File: src/rtl/adm_pkg.sv
package adm_pkg;

   function automatic int band_lo(input int win);
      return (3 * win) / 8;
   endfunction

   function automatic int band_hi(input int win);
      return (5 * win) / 8;
   endfunction

endpackage

File: src/rtl/adm_edge_count.sv
module adm_edge_count #(
   parameter int CNT_W = 9
) (
   input  logic             clk,
   input  logic             rst_n,
   input  logic             bit_vld,
   input  logic             bit_in,
   input  logic             clr,
   output logic [CNT_W-1:0] total
);

   logic             prev_bit;
   logic             prev_ok;
   logic [CNT_W-1:0] cnt;
   logic             edge_now;

   assign edge_now = bit_vld && prev_ok && (bit_in != prev_bit);
   assign total    = cnt + CNT_W'(edge_now);

   always_ff @(posedge clk or negedge rst_n) begin
      if (!rst_n) begin
         cnt      <= '0;
         prev_bit <= 1'b0;
         prev_ok  <= 1'b0;
      end else begin
         if (clr)
            cnt <= '0;
         else if (bit_vld)
            cnt <= total;
         if (bit_vld) begin
            prev_bit <= bit_in;
            prev_ok  <= 1'b1;
         end
      end
   end

   // the running count advances by at most one per cycle
   a_r2_single_step: assert property (@(posedge clk) disable iff (!rst_n)
      !clr |=> (cnt == $past(cnt)) || (cnt == $past(cnt) + 1'b1));

   // idle cycles change neither the count nor the remembered bit
   a_r8_idle_ignored: assert property (@(posedge clk) disable iff (!rst_n)
      (!bit_vld && !clr) |=> ($stable(cnt) && $stable(prev_bit)));

endmodule

File: src/rtl/adm_window_timer.sv
module adm_window_timer #(
   parameter int WINDOW = 256
) (
   input  logic clk,
   input  logic rst_n,
   input  logic bit_vld,
   output logic last
);

   localparam int  IDX_W = $clog2(WINDOW);
   localparam bit  POW2  = ((WINDOW & (WINDOW - 1)) == 0);

   logic [IDX_W-1:0] idx;

   assign last = bit_vld && (idx == IDX_W'(WINDOW - 1));

   generate
      if (POW2) begin : g_wrap
         always_ff @(posedge clk or negedge rst_n) begin
            if (!rst_n)
               idx <= '0;
            else if (bit_vld)
               idx <= idx + 1'b1;
         end
      end else begin : g_cmp
         always_ff @(posedge clk or negedge rst_n) begin
            if (!rst_n)
               idx <= '0;
            else if (last)
               idx <= '0;
            else if (bit_vld)
               idx <= idx + 1'b1;
         end
      end
   endgenerate

   // the strobe index never passes the interval length
   a_r3_idx_bound: assert property (@(posedge clk) disable iff (!rst_n)
      int'(idx) < WINDOW);

   // a close starts the next interval from zero strobes
   a_r3_restart: assert property (@(posedge clk) disable iff (!rst_n)
      last |=> (idx == '0));

endmodule

File: src/rtl/act_density_mon.sv
module act_density_mon #(
   parameter int WINDOW = 256
) (
   input  logic clk,
   input  logic rst_n,
   input  logic bit_vld,
   input  logic bit_in,
   output logic loa,
   output logic loa_n,
   output logic acq_force
);

   localparam int CNT_W = $clog2(WINDOW + 1);
   localparam int LIM_L = adm_pkg::band_lo(WINDOW);
   localparam int LIM_H = adm_pkg::band_hi(WINDOW);

   generate
      if (WINDOW < 8 || (WINDOW % 8) != 0) begin : g_bad_window
         $error("WINDOW must be a multiple of 8 and at least 8");
      end
   endgenerate

   logic             last;
   logic [CNT_W-1:0] total;
   logic             in_band;
   logic             loa_q;
   logic             seen_q;

   adm_window_timer #(.WINDOW(WINDOW)) u_timer (
      .clk     (clk),
      .rst_n   (rst_n),
      .bit_vld (bit_vld),
      .last    (last)
   );

   adm_edge_count #(.CNT_W(CNT_W)) u_count (
      .clk     (clk),
      .rst_n   (rst_n),
      .bit_vld (bit_vld),
      .bit_in  (bit_in),
      .clr     (last),
      .total   (total)
   );

   assign in_band = (total >= CNT_W'(LIM_L)) && (total <= CNT_W'(LIM_H));

   always_ff @(posedge clk or negedge rst_n) begin
      if (!rst_n) begin
         loa_q  <= 1'b1;
         seen_q <= 1'b0;
      end else if (last) begin
         loa_q  <= !in_band;
         seen_q <= 1'b1;
      end
   end

   assign loa       = loa_q;
   assign loa_n     = !loa_q;
   assign acq_force = loa_q;

   // idle is reported until the first interval has been judged
   a_r1_idle_until_judged: assert property (@(posedge clk) disable iff (!rst_n)
      !seen_q |-> loa);

   // no change between closes
   a_r3_hold_between: assert property (@(posedge clk) disable iff (!rst_n)
      !last |=> $stable(loa));

   // in-band count clears the flag
   a_r4_active: assert property (@(posedge clk) disable iff (!rst_n)
      (last && (int'(total) * 8 >= 3 * WINDOW) && (int'(total) * 8 <= 5 * WINDOW))
      |=> !loa);

   // sparse transitions raise the flag
   a_r5_sparse: assert property (@(posedge clk) disable iff (!rst_n)
      (last && (int'(total) * 8 < 3 * WINDOW)) |=> loa);

   // dense transitions raise the flag
   a_r6_dense: assert property (@(posedge clk) disable iff (!rst_n)
      (last && (int'(total) * 8 > 5 * WINDOW)) |=> loa);

endmodule

File: config.mk
export PLATFORM = sky130hd
export DESIGN_NAME = act_density_mon
export DESIGN_NICKNAME = d
export VERILOG_FILES = /design/src/rtl/adm_pkg.sv /design/src/rtl/adm_edge_count.sv /design/src/rtl/adm_window_timer.sv /design/src/rtl/act_density_mon.sv
export SDC_FILE = /design/constraint.sdc
export NUM_CORES = 1
export LEC_CHECK = 0
export ABC_CLOCK_PERIOD_IN_PS = 6500
export BUFFER_PORTS_ARGS = -buffer_cell sky130_fd_sc_hd__buf_4
export CAP_MARGIN = 40
export CORE_MARGIN = 3
export CORE_UTILIZATION = 25
export CTS_CLUSTER_SIZE = 8
export DETAILED_ROUTE_END_ITERATION = 10
export HOLD_SLACK_MARGIN = 0.08
export PLACE_DENSITY = 0.49
export SLEW_MARGIN = 40
export SYNTH_ARGS = -nofsm -noshare
export SYNTH_HDL_FRONTEND = slang
export SYNTH_SLANG_ARGS = --single-unit
File: constraint.sdc
create_clock -name clk -period 6.5 [get_ports clk]
set_clock_uncertainty 0.15 [all_clocks]
set_input_delay 0.325 -clock clk [delete_from_list [all_inputs] [get_ports clk]]
set_output_delay 0.325 -clock clk [all_outputs]
set_load 0.02 [all_outputs]
==> results_dict.tcl <==
set metrics [dict create \
    io_pins 7 \
    core-area_mm2 0.00444 \
    drv_slew 0 \
    ys_warn_count 0 \
    ant_nets 0 \
    finalSetupTns_ns 0 \
    nFillCells 471 \
    synthFlopType "dfrtp_1" \
    design_area_mm2 0.00132 \
    syn_nets 132 \
    via_count 894 \
    numCtsBuffers 3 \
    wire_per_inst_um 13.1 \
    synth.distinct_cells 37 \
    antenna_found_initial 0 \
    drc 0 \
    gp_congestion 0.783 \
    final_common_cell "nand2_1" \
    synth-seq-cells 20 \
    syn_inst 125 \
    grt_pass1_wl_um 4240 \
    finalHoldViolations 0 \
    placed_area_mm2 0.00123 \
    max-slew-margin-rel_pct 68.6 \
    clock-sinks 20 \
    wl_um 2360 \
    final_cell_mix "nand2_1, dfrtp_1, o21ai_0" \
    multi_input_area_um2 612 \
    worstReg2RegStart "u_count.prev_bit$_DFFE_PN0P_" \
    post_cts_resized 0 \
    htree_levels 1 \
    vias_per_cell 4.97 \
    hp-start "bit_in" \
    ys_seq_area_share_pct 42.6 \
    port_buffers 6 \
    num_rows 24 \
    outcome "finished clean" \
    syn2layout_area_growth_pct 11.8 \
    grt_max_degree 23 \
    die_h_um 74.6 \
    clkLatencyLatePin_ns 0.26 \
    synth_edf_count 0 \
    p_leak_nw 0.532 \
    min_path_cells 2 \
    crit_required_ns 6.52 \
    layout_min_cycle_time_ns 2.45 \
    r2r_slack_ns 4.05 \
    worstRegToRegCells 9 \
    rsz0062_at_grt "false" \
    r2r_end "acq_force$_DFFE_PN1P_" \
    postSynth.asyncResetShare_pct 100 \
    setup_violations 0 \
    diodes 0 \
    hpwl_um 1660 \
    syn-cell-area_mm2 0.00118 \
    drt_first_pass_iters 4 \
    fmax_mhz 408 \
    min_to "u_count.prev_bit$_DFFE_PN0P_" \
    seq_area_um2 502 \
    crit_type "register to register" \
    cp_max_fo 10 \
    cts_buffer_depth 2 \
    min_period_over_period_pct 37.7 \
    die_w_um 74.6 \
    nets 136 \
    cts-root-buf "clkbuf_8" \
    avgSynthCellArea_um2 9.42 \
    worst_pin_slew_ns 0.470 \
    cts_tree "yes" \
    power_density_mw_per_mm2 313 \
    dieArea_mm2 0.00557 \
    start_util_pct 26.5 \
    arrival_ns 2.47 \
    drt_iter0_drc 135 \
    maxCapViolations 0 \
    drive_above_1_share_pct 14.1 \
    clk_pin_slew_ns 0.08 \
    cts_hold_buf 1 \
    grt_pass1_vias 901 \
    worstHoldPathType "input port to register" \
    vdd_drop_max_uv 147 \
    postCtsSetupBuffers 0 \
    startpoint_type "register" \
    grt_usage_pct 9.86 \
    overflow 0 \
    end_kind "register" \
]
-- through the flow --
| step | power, mW | setup slack [ns] | cells | utilization, % | hold WS, ns |
|---|---|---|---|---|---|
| after floorplan | 0.266 | 4.06 | 125 | - | -0.121 |
| after global routing | 0.445 | 3.82 | 180 | 29.6 | 0.156 |
| after CTS | 0.416 | 4.05 | 180 | 29.6 | 0.162 |
| final | 0.411 | 4.05 | 180 | 29.6 | 0.165 |
| after global placement | 0.284 | 4.06 | 175 | 27.8 | 0.0745 |
| after detailed placement | 0.287 | 3.98 | 175 | 27.8 | 0.0769 |
-- report_power, final --
group          internal (mW)  switching [mW]
combinational         0.0409          0.0409
sequential             0.157          0.0469
clock                 0.0822          0.0437
total                  0.280           0.132
-- worst max-delay path, stage by stage (launching register included) --
cell      delay, ns
dfrtp_1        0.39
xor2_1         0.14
and3_1         0.17
ha_1           0.24
ha_1           0.37
nand2_1        0.12
o311ai_1       0.26
o21ai_1        0.12
a221oi_2       0.28
o221ai_1       0.13
-- Yosys cell counts, types with 2 or more instances --
master / count / area [um^2]
a21oi_1: 2 / 10.0
and3_1: 3 / 18.8
buf_2: 3 / 15.0
buf_4: 3 / 22.5
dfrtp_1: 19 / 475
ha_1: 3 / 37.5
inv_1: 3 / 11.3
mux2_2: 2 / 22.5
nand2_1: 21 / 78.8
nand2b_1: 3 / 18.8
nand3_1: 8 / 40.0
nand3b_1: 2 / 15.0
nand4_1: 2 / 12.5
nor2_1: 4 / 15.0
nor2b_1: 2 / 12.5
nor3_1: 2 / 10.0
o21ai_0: 9 / 45.0
o21ai_1: 2 / 10.0
o22ai_1: 2 / 12.5
o311ai_1: 2 / 17.5
o31ai_1: 4 / 30.0
xnor2_1: 5 / 43.8
xor2_1: 5 / 43.8
-- final cells by class --
type / instances / share of cell area [%]
multi-input combinational: 94 / 46.5
sequential: 20 / 38.1
tap: 52 / 4.94
timing repair buffer: 7 / 4.18
clock buffer: 3 / 3.14
clock inverter: 1 / 2.28
inverter: 3 / 0.856
-- logic make-up (layout without fill, tap and decap cells) --
| kind of cell | Yosys count | count (layout) | share of synthesized area (%) |
|---|---|---|---|
| flops | 20 | 20 | 42.6 |
| mux | 2 | 2 | 1.91 |
| buf+inv | 11 | 14 | 5.42 |
| compound gates | 26 | 26 | 14.7 |
| fa+ha+maj | 3 | 3 | 3.19 |
| simple gates | 53 | 53 | 24.8 |
| xor+xnor | 10 | 10 | 7.44 |
-- state kept, by name, summed over array words and instances, names as in the netlist --
| register | count |
|---|---|
| acq_force | 1 |
| u_count.cnt | 9 |
| u_count.prev_bit | 1 |
| u_count.prev_ok | 1 |
| u_timer.idx | 8 |
-- routing by layer --
layer / global-route usage [%] / wire, um / vias up
li1: - / - / 449
met1: 13.6 / 1150 / 426
met2: 15.4 / 1090 / 17
met3: 3.34 / 97 / 2
met4: 1.58 / 14 / 0
met5: 0 / 0 / -
-- worst max-delay path by stage --
stage / from / slack [ns] / depth (start not counted) / endpoint
after global placement: bit_in / 4.06 / 10 / acq_force$_DFFE_PN1P_
after detailed placement: bit_vld / 3.98 / 9 / acq_force$_DFFE_PN1P_
after CTS: u_count.prev_bit$_DFFE_PN0P_ / 4.05 / 9 / acq_force$_DFFE_PN1P_
final: u_count.prev_bit$_DFFE_PN0P_ / 4.05 / 9 / acq_force$_DFFE_PN1P_
after global routing: u_count.prev_bit$_DFFE_PN0P_ / 3.82 / 9 / acq_force$_DFFE_PN1P_
after floorplan: bit_vld / 4.06 / 11 / acq_force$_DFFE_PN1P_
(Power assumes the default switching activity.)
